===== src/rtl/mesh_route_pkg.sv =====
package mesh_route_pkg;

  typedef enum logic [2:0] {
    DIR_LOCAL = 3'd0,
    DIR_EAST  = 3'd1,
    DIR_WEST  = 3'd2,
    DIR_NORTH = 3'd3,
    DIR_SOUTH = 3'd4
  } dir_e;

  localparam int NPORT = 5;

  typedef struct packed {
    logic east;
    logic west;
    logic north;
    logic south;
  } offs_t;

endpackage


===== src/rtl/mr_offset_cmp.sv =====
module mr_offset_cmp
  import mesh_route_pkg::*;
#(
  parameter int CW = 3
) (
  input  logic [CW-1:0] cur_x,
  input  logic [CW-1:0] cur_y,
  input  logic [CW-1:0] dst_x,
  input  logic [CW-1:0] dst_y,
  output offs_t         offs
);

  always_comb begin
    offs.east  = (dst_x > cur_x);
    offs.west  = (dst_x < cur_x);
    offs.north = (dst_y > cur_y);
    offs.south = (dst_y < cur_y);
  end

endmodule


===== src/rtl/mr_dor_pick.sv =====
module mr_dor_pick
  import mesh_route_pkg::*;
(
  input  offs_t offs,
  output dir_e  dir
);

  always_comb begin
    if (offs.east)       dir = DIR_EAST;
    else if (offs.west)  dir = DIR_WEST;
    else if (offs.north) dir = DIR_NORTH;
    else if (offs.south) dir = DIR_SOUTH;
    else                 dir = DIR_LOCAL;
  end

endmodule


===== src/rtl/mr_wf_pick.sv =====
module mr_wf_pick
  import mesh_route_pkg::*;
#(
  parameter int HW = 4
) (
  input  offs_t         offs,
  input  logic [HW-1:0] hint_e,
  input  logic [HW-1:0] hint_n,
  input  logic [HW-1:0] hint_s,
  output dir_e          dir
);

  logic          y_prod;
  dir_e          y_dir;
  logic [HW-1:0] y_hint;
  logic          y_wins;

  always_comb begin
    y_prod = offs.north | offs.south;
    y_dir  = offs.north ? DIR_NORTH : DIR_SOUTH;
    y_hint = offs.north ? hint_n : hint_s;
    y_wins = (y_hint < hint_e);
  end

  always_comb begin
    if (offs.west)                    dir = DIR_WEST;
    else if (offs.east && y_prod)     dir = y_wins ? y_dir : DIR_EAST;
    else if (offs.east)               dir = DIR_EAST;
    else if (y_prod)                  dir = y_dir;
    else                              dir = DIR_LOCAL;
  end

endmodule


===== src/rtl/mr_route_reg.sv =====
module mr_route_reg #(
  parameter int W = 5
) (
  input  logic         clk,
  input  logic         rst_n,
  input  logic         en,
  input  logic [W-1:0] d,
  output logic [W-1:0] q
);

  logic [W-1:0] q_nxt;

  always_comb begin
    q_nxt = q;
    if (en) q_nxt = d;
  end

  always_ff @(posedge clk or negedge rst_n) begin
    if (!rst_n) q <= '0;
    else        q <= q_nxt;
  end

endmodule


===== src/rtl/mesh_route_unit.sv =====
module mesh_route_unit
  import mesh_route_pkg::*;
#(
  parameter int K  = 8,
  parameter int HW = 4,
  localparam int CW = (K > 1) ? $clog2(K) : 1
) (
  input  logic                clk,
  input  logic                rst_n,
  input  logic                head_vld,
  input  logic                mode_adapt,
  input  logic [CW-1:0]       cur_x,
  input  logic [CW-1:0]       cur_y,
  input  logic [CW-1:0]       dst_x,
  input  logic [CW-1:0]       dst_y,
  input  logic [HW-1:0]       hint_e,
  input  logic [HW-1:0]       hint_n,
  input  logic [HW-1:0]       hint_s,
  output logic [NPORT-1:0]    port_sel
);

  offs_t            offs;
  dir_e             dor_dir;
  dir_e             wf_dir;
  dir_e             pick_dir;
  logic [NPORT-1:0] pick_oh;

  mr_offset_cmp #(.CW(CW)) u_cmp (
    .cur_x (cur_x),
    .cur_y (cur_y),
    .dst_x (dst_x),
    .dst_y (dst_y),
    .offs  (offs)
  );

  mr_dor_pick u_dor (
    .offs (offs),
    .dir  (dor_dir)
  );

  mr_wf_pick #(.HW(HW)) u_wf (
    .offs   (offs),
    .hint_e (hint_e),
    .hint_n (hint_n),
    .hint_s (hint_s),
    .dir    (wf_dir)
  );

  always_comb pick_dir = mode_adapt ? wf_dir : dor_dir;

  for (genvar i = 0; i < NPORT; i++) begin : g_oh
    assign pick_oh[i] = (int'(pick_dir) == i);
  end

  mr_route_reg #(.W(NPORT)) u_reg (
    .clk   (clk),
    .rst_n (rst_n),
    .en    (head_vld),
    .d     (pick_oh),
    .q     (port_sel)
  );

  AST_ONEHOT_SEL: assert property (@(posedge clk) disable iff (!rst_n)
    $onehot0(port_sel));

  AST_HOLD_IDLE: assert property (@(posedge clk) disable iff (!rst_n)
    !head_vld |=> $stable(port_sel));

  AST_LOCAL_EJECT: assert property (@(posedge clk) disable iff (!rst_n)
    (head_vld && cur_x == dst_x && cur_y == dst_y) |=> port_sel == 5'b00001);

  AST_DOR_EAST_FIRST: assert property (@(posedge clk) disable iff (!rst_n)
    (head_vld && !mode_adapt && dst_x > cur_x) |=> port_sel == 5'b00010);

  AST_DOR_Y_AFTER_X: assert property (@(posedge clk) disable iff (!rst_n)
    (head_vld && !mode_adapt && dst_x == cur_x && dst_y < cur_y) |=> port_sel == 5'b10000);

  AST_WF_WEST_ONLY: assert property (@(posedge clk) disable iff (!rst_n)
    (head_vld && mode_adapt && dst_x < cur_x) |=> port_sel == 5'b00100);

  AST_WF_TIE_EAST: assert property (@(posedge clk) disable iff (!rst_n)
    (head_vld && mode_adapt && dst_x > cur_x && dst_y > cur_y && hint_n == hint_e)
      |=> port_sel == 5'b00010);

endmodule


===== config.mk =====
export PLATFORM = sky130hd
export DESIGN_NAME = mesh_route_unit
export DESIGN_NICKNAME = d
export VERILOG_FILES = /design/src/rtl/mesh_route_pkg.sv /design/src/rtl/mr_offset_cmp.sv /design/src/rtl/mr_dor_pick.sv /design/src/rtl/mr_wf_pick.sv /design/src/rtl/mr_route_reg.sv /design/src/rtl/mesh_route_unit.sv
export SDC_FILE = /design/constraint.sdc
export NUM_CORES = 1
export LEC_CHECK = 0
export BUFFER_PORTS_ARGS = -buffer_cell sky130_fd_sc_hd__buf_2
export CORE_AREA = 2 2 42 44
export DETAILED_ROUTE_END_ITERATION = 6
export DIE_AREA = 0 0 44 46
export PLACE_DENSITY = 0.69
export SLEW_MARGIN = 5
export SYNTH_ARGS = -nofsm -noshare
export SYNTH_HDL_FRONTEND = slang
export SYNTH_SLANG_ARGS = --single-unit

===== constraint.sdc =====
create_clock -name clk -period 0.8 [get_ports clk]
set_input_delay 0 -clock clk [delete_from_list [all_inputs] [get_ports clk]]
set_output_delay 0 -clock clk [all_outputs]
set_load 0.005 [all_outputs]

### After elaboration in Yosys (flattened, before gate mapping)

Index checks and enable logic that the tools add are counted.

* register bits: 5

* magnitude comparators: 5
* equal/unequal tests: 4
* muxes and demuxes: 12
* bitwise gates (word level): 1
* reduce and logical (&&, ||, !) cells: 2

Operators by type and width (count)
* two-way mux 3 bit: 11
* == test 3 bit, second input constant: 3
* > comparator 3 bit: 2
* < comparator 3 bit: 2
* < comparator 4 bit: 1
* two-way mux 4 bit: 1
* == test 3 x 2 -> 1 bit, second input constant: 1
* logical NOT 3 bit: 1
* logical AND 1 bit: 1
* OR 1 bit: 1

### Depth between registers and ports, before layout

Gate-level depths: netlist of the first run.

* depth in word-level cells: 8
* gate-level depth with buffers: 11
* depth with buffers taken out: 11

### By module

Synthesis of the first run repeated with hierarchy kept, for this count alone.

* cells, all modules: 77
* area, all modules: 684.4 sq um

By module, submodules not included
* mr_wf_pick: times used 1, cells an instance 28, area an instance 212.7 sq um, sequential area each 0.0 sq um
* mr_route_reg: times used 1, cells an instance 10, area an instance 181.4 sq um, sequential area each 125.1 sq um
* mr_offset_cmp: times used 1, cells an instance 19, area an instance 147.6 sq um, sequential area each 0.0 sq um
* mesh_route_unit: times used 1, cells an instance 15, area an instance 107.6 sq um, sequential area each 0.0 sq um
* mr_dor_pick: times used 1, cells an instance 5, area an instance 35.0 sq um, sequential area each 0.0 sq um

### Worst setup path before layout of the first run

OpenSTA, ideal clock, no wires.

* path type: input to register
* start: input port cur_y[2]
* end: register u_reg.q[3]
* arrival: 1.846 ns
* data required time: 0.667 ns
* setup slack: -1.179 ns
* stages: 10
* buffers on the path: 0
* path through: inv_1 ha_1 a21oi_1 a21bo_2 mux2_2 ha_1 a21oi_1 and3b_1 a32oi_1 o22ai_1

* longest elaborated chain between the ends: 8
* elaborated cells between the ends (all ways): 18
* classes of those cells: order compare (3); eq/ne (1); mux (12); bitwise (1); reduce/logical (1)

Ends and longest elaborated chain
* start: declaration: RTL line mesh_route_unit.sv:13 `input logic [CW-1:0] cur_y,`
* > comparator 3 bit / < comparator 3 bit (equally long branches): RTL line mr_offset_cmp.sv:16, mr_offset_cmp.sv:17
* two-way mux 4 bit, or another cell as far along: RTL line mr_wf_pick.sv:21 `y_hint = offs.north ? hint_n : hint_s;`
* < comparator 4 bit / two-way mux 3 bit (equally long branches): RTL line mr_wf_pick.sv:22, mr_wf_pick.sv:29
* two-way mux 3 bit, on equally long branches: RTL line mr_wf_pick.sv:27, mr_wf_pick.sv:28
* two-way mux 3 bit: RTL line mr_wf_pick.sv:27 `else if (offs.east && y_prod) dir = y_wins ? y_dir : DIR_EAST;`
* two-way mux 3 bit: RTL line mr_wf_pick.sv:26 `if (offs.west) dir = DIR_WEST;`
* two-way mux 3 bit (*): RTL line mesh_route_unit.sv:49 `always_comb pick_dir = mode_adapt ? wf_dir : dor_dir;`
* == test 3 bit (*): RTL line mesh_route_unit.sv:52 `assign pick_oh[i] = (int'(pick_dir) == i);`
* end signal: assignment: RTL line mr_route_reg.sv:20 `else q <= q_nxt;`
* end: declaration: RTL line mr_route_reg.sv:8 `output logic [W-1:0] q`

Mark *: on every way between the ends. The rest lies on a longest branch, timed or not.
A chain may end at the register's enable or synchronous reset.

### Worst setup path in the final report of the first run

Same ends and word-level chain as after synthesis.

==> flow_results.org, run 1 <==
** GRT
- Global Route Usage Sum :: 14.3%
- The number of global-route vias before repair is 599.
- Wire length of the first global-routing pass :: 2.12 mm
- The total overflow left after global routing is 0.
- Antenna violations before repair :: 0
- Entering global routing, the biggest net connects 7 pins.

** STA
- Setup Skew :: 0 ns
- Total count of max-transition violations in the final report :: 0
- Headroom to the max-slew limit came out at 85.2%.
- Tightest Pin Transition :: 0.215 ns
- In the post-route analysis, the smallest setup slack over all paths is -0.987 ns.
- Final sum of negative setup slack :: -2.91 ns
- Final worst-path cycle share :: 223%
- Final Critical Period :: 1.79 ns
- Setup violations remaining at the end of the flow were counted as 4.
- Fmax :: 560 MHz
- The number of failing hold endpoints at the final stage was 0.
- Setup repair after global routing could not meet its margin everywhere.

** Drt
- The routed layout has 605 vias.
- Total wirelength of the detailed-routed design :: 1.38 mm
- Dividing the detail-routed wire length by the instance count gives 10.9 µm.
- First-pass DRT Iterations :: 4
- Number of design rule violations left after detail routing :: 0
- Final ANT Viol Nets :: 0
- Average via count per standard cell :: 4.76
- DRC marker count from the first detailed-route iteration :: 6

** Finish
- Largest registers ranked by flip-flop count :: u_reg.q x5
- Syn-to-layout area delta :: 93.7%
- Net count, final :: 148
- More flip-flops sit in one register than any other, and that register is u_reg.q.
- Final non-filler cell total :: 127
- Number of fill cells in the layout :: 124
- Cells with a size suffix above 1 make up 66.4% of the layout.
- The register with the most flip-flops in the layout has 5 of them.
- Number of antenna diodes :: 0

** Floorplan
- DIE AREA :: 2020 µm²
- The die is 44 µm wide.
- After floorplanning, the core was divided into 15 placement rows.
- Chip height :: 46 µm
- Starting density of the core :: 33.4%
- Number of top-level pins :: 33
- Area of the placeable core :: 1610 µm²

** Synth
- Mapped Cells :: 64
- Of the synthesized area, sequential elements account for 23.2%.
- Syn Area/Cell :: 8.43 µm²
- Counting flops and latches in the post-synthesis netlist gives 5.
- Post-Syn Area :: 539 µm²
- Number of distinct library cell variants in the gate-level netlist after synthesis :: 24
- Total nets after synthesis :: 101
- Counting flops with a built-in enable in the synthesized netlist gives 0.
- Yosys Warn Count :: 0
- In the synthesized netlist the dominant register cell turns out to be sky130_fd_sc_hd__dfrtp_1.
- Async set-or-reset flop fraction in the synthesized netlist :: 100%

** Clocking
- CTS buffer count :: 3
- The tree is rooted in a sky130_fd_sc_hd__clkbuf_4.
- The clock passes through at most 2 buffers.
- CTS tree :: yes
- H-Tree Level Count :: 1
- Clock tree synthesis found a total of 5 sinks.
- For the worst-skew pair, the clock arrives at the later sink with an insertion delay of 0.23 ns.
- Clk pin slew, worst setup/hold paths :: 0.04 ns

** Critical path
- Critical Path AT :: 1.90 ns
- The worst setup path is launched from a primary input.
- The worst register-to-register path ends at u_reg.q[1]$_DFFE_PN0P_.
- Kind of critical path :: in -> reg
- Crit path launch :: cur_y[2]
- Crit path max fanout :: 4
- Slack of the worst reg-to-reg path :: -0.01 ns
- Required time reported for the critical path endpoint :: 0.91 ns
- The worst register-to-register path begins at u_reg.q[1]$_DFFE_PN0P_.
- Endpoint class of the critical path :: flop
- Worst reg-to-reg path cell count :: 3

** Pwr
- Power per cell area :: 1190 nW/µm²
- Worst IR drop on VDD :: 0.565 mV
- Summed over all cells, the static leakage comes to 0.535 nW.

** Place
- During placement, the flow inserted port buffers numbering 32.
- RePlAce Congestion :: 0.742
- After legalization and detailed placement, the total HPWL measured 1.10 mm.
- Including well taps, the total number of placed cells is 119.

** Hold path
- Critical hold path startpoint :: hint_e[0]
- Count of cells along the worst hold path :: 3
- Type of the tightest min-delay check :: in -> reg
- Endpoint of the worst hold path :: u_reg.q[1]$_DFFE_PN0P_

** Run status
- Run status :: complete, but fails checks
- Violations in the final reports :: negative setup slack

** Job
- Maximum capacitance violations :: 0
routing by layer:
| metal | GRT usage (%) | vias up | part of all wire (%) |
|---|---|---|---|
| li1 | - | 314 | - |
| met1 | 15.4 | 269 | 42 |
| met2 | 26.8 | 20 | 52 |
| met3 | 1.19 | 2 | 5.3 |
| met4 | 9.09 | 0 | 0.72 |
| met5 | 0 | - | 0 |
final cells by class:
type	count	area (µm²)	share of cell area (%)
timing repair buffer	43	287	27.4
sequential	5	125	12.0
tap	17	21.3	2.04
inverter	12	55.1	5.27
multi-input combinational	46	531	50.8
clock buffer	4	26.3	2.51
critical path: stages:
cell                       delay [ns]
sky130_fd_sc_hd__buf_8           0.08
sky130_fd_sc_hd__inv_8           0.03
sky130_fd_sc_hd__ha_4            0.28
sky130_fd_sc_hd__nand3b_1        0.11
sky130_fd_sc_hd__a21bo_4         0.25
sky130_fd_sc_hd__mux2_4          0.31
sky130_fd_sc_hd__ha_4            0.29
sky130_fd_sc_hd__a21oi_4         0.05
sky130_fd_sc_hd__and3b_1         0.19
sky130_fd_sc_hd__a32oi_2         0.20
sky130_fd_sc_hd__o22ai_1         0.09
cells in the final DEF, fill, tap and decap left out, types with 2 or more instances in the layout:
cell	Yosys	routed
sky130_fd_sc_hd__a21oi_2	1	3
sky130_fd_sc_hd__a21oi_4	0	2
sky130_fd_sc_hd__and3b_1	2	2
sky130_fd_sc_hd__buf_2	0	26
sky130_fd_sc_hd__buf_4	0	10
sky130_fd_sc_hd__buf_6	0	5
sky130_fd_sc_hd__clkbuf_4	0	3
sky130_fd_sc_hd__dfrtp_1	5	5
sky130_fd_sc_hd__ha_1	9	2
sky130_fd_sc_hd__ha_4	0	7
sky130_fd_sc_hd__inv_1	12	9
sky130_fd_sc_hd__mux2_2	4	2
sky130_fd_sc_hd__mux2_4	0	2
sky130_fd_sc_hd__mux2i_1	2	2
sky130_fd_sc_hd__nand2_1	6	6
sky130_fd_sc_hd__o21ai_2	0	2
stage by stage:
step           cell area, µm²  power [mW]  hold WS (ns)  setup slack (ns)  utilization, %
2_1_floorplan             622       0.618        -0.296             -1.04               -
4_1_cts                   957        1.16        0.0498            -0.990            59.3
3_5_place_dp              852       0.818        -0.181             -1.29            52.8
5_1_grt                  1040        1.34        0.0759             -1.06            64.7
3_3_place_gp              852       0.806        -0.184             -1.25            52.8
6_report                 1040        1.25        0.0639            -0.987            64.7
cell families (layout without fill, tap and decap cells):
| logic type | Yosys count | after routing | share of synthesized area, % |
|---|---|---|---|
| buf+inv | 13 | 59 | 9.05 |
| fa+ha+maj | 9 | 9 | 20.9 |
| flops | 5 | 5 | 23.2 |
| compound gates | 16 | 16 | 20.0 |
| simple gates | 15 | 15 | 14.8 |
| mux | 6 | 6 | 12.1 |
worst max path at each step:
stage,endpoint,slack (ns),depth (start not counted)
global route,u_reg.q[4]$_DFFE_PN0P_,-1.06,11
finish,u_reg.q[3]$_DFFE_PN0P_,-0.99,11
CTS,u_reg.q[4]$_DFFE_PN0P_,-0.99,11
floorplan,u_reg.q[3]$_DFFE_PN0P_,-1.04,10
global placement,u_reg.q[3]$_DFFE_PN0P_,-1.25,11
detailed placement,u_reg.q[4]$_DFFE_PN0P_,-1.29,12
cell usage after synthesis, types with 2 or more instances:
cell type                 instances  share of area (%)
sky130_fd_sc_hd__nand3_1          2                1.9
sky130_fd_sc_hd__mux2_2           4                8.4
sky130_fd_sc_hd__nand2_1          6                4.2
sky130_fd_sc_hd__and3b_1          2                3.2
sky130_fd_sc_hd__inv_1           12                8.4
sky130_fd_sc_hd__a21oi_1          4                3.7
sky130_fd_sc_hd__dfrtp_1          5                 23
sky130_fd_sc_hd__mux2i_1          2                3.7
sky130_fd_sc_hd__ha_1             9                 21
sky130_fd_sc_hd__nor2b_1          2                2.3
sky130_fd_sc_hd__o22ai_1          2                2.3
sky130_fd_sc_hd__o21ai_0          2                1.9
where the power goes:
part	total [mW]	internal [mW]	switching (mW)
Combinational	0.664	0.385	0.279
Clock	0.285	0.188	0.0969
Sequential	0.297	0.284	0.0130
timing repair:
action,CTS,global route
pin swaps,10,17
endpoints found under the hold margin,5,0
endpoints found under the setup margin,4,4
gates resized for setup,12,10
buffers inserted,1,2
hold buffers,1,0
Power figures use the tool's default switching activity.
==> run 2, diff against run 1 <==
--- a/config.mk
+++ b/config.mk
@@ -7,6 +7,7 @@
 export LEC_CHECK = 0
 export BUFFER_PORTS_ARGS = -buffer_cell sky130_fd_sc_hd__buf_2
 export CORE_AREA = 2 2 42 44
+export CTS_BUF_LIST = sky130_fd_sc_hd__clkbuf_16
 export DETAILED_ROUTE_END_ITERATION = 6
 export DIE_AREA = 0 0 44 46
 export PLACE_DENSITY = 0.69
==> run 2 against run 1 <==
  * The flow still finishes with violations (negative setup slack)
  * Hold slack improved by 0.0079 ns
  * Via count up 0.17%
  * Clock power grew to 2.8 times the previous value
  * Die area did not move
  * Sequential cell count is the same
  * Utilization increased by 2.5 points
  * First-iteration DRC count shrank 33%
  * Critical path depth unchanged
  * Non-clock buffer count unchanged
  * Critical endpoint unchanged
==> flow_results.org, run 2 (synthesis gave the netlist of run 1 again) <==
** GRT
- Global routing used 15.1% of the available tracks across all layers.
- Total grt overflow :: 0
- The number of global-route vias before repair came to 596.
- Antenna violations before repair :: 0
- Entering global routing, the biggest net connects 7 pins.
- Wire length of the first global-routing pass :: 2.17 mm

** Place
- Count of input and output buffers :: 32
- The number of placed instances, taps included, is 119.
- RePlAce Congestion :: 0.742
- Cell area reported after detailed placement :: 852 µm²
- Dpl ws :: -1.29 ns
- Detailed placement ended at an HPWL of 1.10 mm.

** Critical path
- The worst setup path is of the in -> reg kind.
- Reg2reg end :: u_reg.q[1]$_DFFE_PN0P_
- Startpoint types :: primary input
- Slack of the worst reg-to-reg path :: -0.01 ns
- For the worst setup path, the data required time is 0.90 ns.
- Crit path max fanout :: 4
- For this run, the slowest stage of the critical path takes 0.31 ns.
- Crit Reg-Reg Startpoint :: u_reg.q[1]$_DFFE_PN0P_
- Cells along the critical path :: buf_8, inv_8, ha_4, nand3b_1, a21bo_4, mux2_4, ha_4, a21oi_4, and3b_1, a32oi_2, o22ai_1
- Logic depth of the worst setup path including buffers :: 11
- Following the worst setup path forward leads to its endpoint at u_reg.q[3]$_DFFE_PN0P_.
- Among the stages of the critical path, the cell type that occurs most often is sky130_fd_sc_hd__ha_4.
- The worst setup path is captured at a flop.
- Data arrives at the worst endpoint at 1.90 ns.
- On the critical path, the stage with the largest delay is an instance of sky130_fd_sc_hd__mux2_4.
- Worst path buffer plus inverter count :: 2
- Largest delay contributor family on the critical path :: compound AO/OA/AOI/OAI gates
- Tracing the worst setup path back leads to its startpoint at cur_y[2].
- Worst reg-to-reg path cell count :: 3

** Clocking
- CTS tree :: yes
- The number of clock buffers added by TritonCTS is 3.
- Clock Tree Root :: sky130_fd_sc_hd__clkbuf_16
- CTS built an H-tree with a depth of 1.
- The clock passes through at most 2 buffers.
- CTS saw 5 sinks.
- Clock latency on the worst-skew pair, taken at its later pin, is 0.23 ns.
- After clock tree synthesis, the clock-pin slew on the worst setup and hold paths is 0.03 ns.

** Drt
- The pre-antenna-repair detailed-routing pass consisted of 4 iterations.
- Once detail routing completed, the nets flagged for antenna violations numbered 0.
- DRC marker count from the first detailed-route iteration :: 4
- Total wirelength of the detailed-routed design :: 1.45 mm
- Average wire length per cell after detail routing :: 11.4 µm
- In the routed layout, each cell is associated on average with a via count of 4.77.
- Summing over every cut layer, the via total after detailed routing is 606.
- Number of design rule violations left after detail routing :: 0

** STA
- Headroom to the max-slew limit came out at 84.7%.
- For this run, the top clock speed supported by timing is 556 MHz.
- For the pin with the worst max-slew slack, the measured transition is 0.223 ns.
- After layout, the worst path uses 225% of the clock period.
- Across all setup checks in the final design, the least slack found is -0.998 ns.
- The number of failing hold endpoints at the final stage came to 0.
- Final Critical Period :: 1.80 ns
- Setup repair after global routing could not meet its margin everywhere.
- Between clock sinks in the finished design, the worst skew comes to 0 ns.
- Setup Viol. Count Final :: 4
- The final-report max-slew violation count was 0.

** Floorplan
- The die covers 2020 µm².
- Number of top-level pins :: 33
- In this run the vertical extent of the chip is 46 µm.
- Starting density of the core :: 33.4%
- The floorplan has 15 rows.
- Die X-Extent :: 44 µm
- Area of the placeable core :: 1610 µm²

** Finish
- The register with the most flip-flops in the layout has 5 of them.
- Final design instance area without fill :: 1080 µm²
- At the end of the flow, the number of nets in the layout was 148.
- The largest registers in the layout are u_reg.q x5.
- Most common cell after layout, fill and taps aside :: sky130_fd_sc_hd__buf_2
- More flip-flops sit in one register than any other, and that register is u_reg.q.
- Layout cells sized above 1 :: 66.4%
- Excluding fillers, the count of instances in the completed layout stands at 127.
- Final Core Density :: 67.2%
- The layout has 121 filler cells.
- Number of antenna diodes :: 0
- The area growth from synthesis to layout is 101%.
- Leaving out fill and tap cells, the most frequent cells in the layout are sky130_fd_sc_hd__buf_2, sky130_fd_sc_hd__inv_1, sky130_fd_sc_hd__buf_4.

** Run status
- Run status :: complete, but fails checks
- Violations in the final reports :: negative setup slack

** Job
- Maximum capacitance violations :: 0

** Pwr
- Cell leakage power :: 0.558 nW
- Across the VDD grid, the largest voltage drop is 0.766 mV.
- Net switching is 25.7% of the power.
- Switching power total :: 0.453 mW
- Power spread over the standard cell area amounts to 1630 nW/µm².
- Per report_power, the combinational group accounts for 37.4% of the total.
- Per report_power, the clock group accounts for 45.7% of the total.
- The internal power of the cells totals 1.31 mW.
- Sequential group share of total power :: 16.9%

** Hold path
- The worst hold path belongs to the class in -> reg.
- In this run the most critical hold path is launched from hint_e[0].
run 2: cell types whose count changed in the layout (fill, tap and decap cells not counted):
cell and delta:
sky130_fd_sc_hd__clkbuf_4 -3, sky130_fd_sc_hd__clkbuf_16 +3, sky130_fd_sc_hd__buf_6 -2, sky130_fd_sc_hd__clkbuf_1 -1, sky130_fd_sc_hd__buf_2 +2, sky130_fd_sc_hd__inv_1 +1
run 2: power groups by stage:
stage	clock network, mW	registers (mW)	logic, mW
global route	0.830	0.301	0.724
floorplan	0	0.305	0.313
global placement	0	0.299	0.507
finish	0.806	0.299	0.659
CTS	0.822	0.299	0.559
detailed placement	0	0.301	0.517
run 2: what timing repair did:
| item | in CTS | in global routing |
|---|---|---|
| pin swaps | 9 | 17 |
| hold endpoints to repair | 5 | 0 |
| hold buffers | 1 | 0 |
| resized for setup | 10 | 10 |
| endpoints found under the setup margin | 4 | 4 |
| buffers inserted | 1 | 2 |
run 2: how the worst min path moves through the flow:
stage	cells after the start	endpoint	slack (ns)
2_1_floorplan	0	u_reg.q[0]$_DFFE_PN0P_	-0.30
5_1_grt	3	u_reg.q[1]$_DFFE_PN0P_	0.09
6_report	3	u_reg.q[1]$_DFFE_PN0P_	0.07
3_3_place_gp	1	u_reg.q[0]$_DFFE_PN0P_	-0.18
3_5_place_dp	1	u_reg.q[0]$_DFFE_PN0P_	-0.18
4_1_cts	3	u_reg.q[1]$_DFFE_PN0P_	0.07
run 2: routing by layer:
| metal | part of all wire [%] | up-vias | global-route usage, % | wire, µm |
|---|---|---|---|---|
| met5 | 0 | - | 0 | 0 |
| met4 | 0.69 | 0 | 10.9 | 10 |
| met3 | 4.9 | 2 | 2.38 | 71 |
| met2 | 51 | 20 | 26.5 | 736 |
| met1 | 44 | 270 | 16.3 | 634 |
| li1 | - | 314 | - | - |
run 2: area by class of cell:
| type | count | area (µm²) | share of cell area, % |
|---|---|---|---|
| multi-input combinational | 46 | 531 | 48.9 |
| timing repair buffer | 43 | 274 | 25.3 |
| sequential | 5 | 125 | 11.5 |
| clock buffer | 3 | 75.1 | 6.92 |
| inverter | 12 | 55.1 | 5.07 |
| tap | 17 | 21.3 | 1.96 |
| clock inverter | 1 | 3.75 | 0.346 |
run 2: metrics by stage:
stage          total power [mW]  TNS, ns  hold slack (ns)
2_1_floorplan             0.618    -3.22           -0.296
3_3_place_gp              0.806    -4.16           -0.184
3_5_place_dp              0.818    -4.28           -0.181
4_1_cts                    1.68    -3.06           0.0669
5_1_grt                    1.86    -3.25           0.0930
6_report                   1.76    -2.95           0.0718
run 2: tightest hold or removal path, cell delays in order:
cell	delay, ns
sky130_fd_sc_hd__buf_2	0.10
sky130_fd_sc_hd__a21o_2	0.12
sky130_fd_sc_hd__a21oi_2	0.04
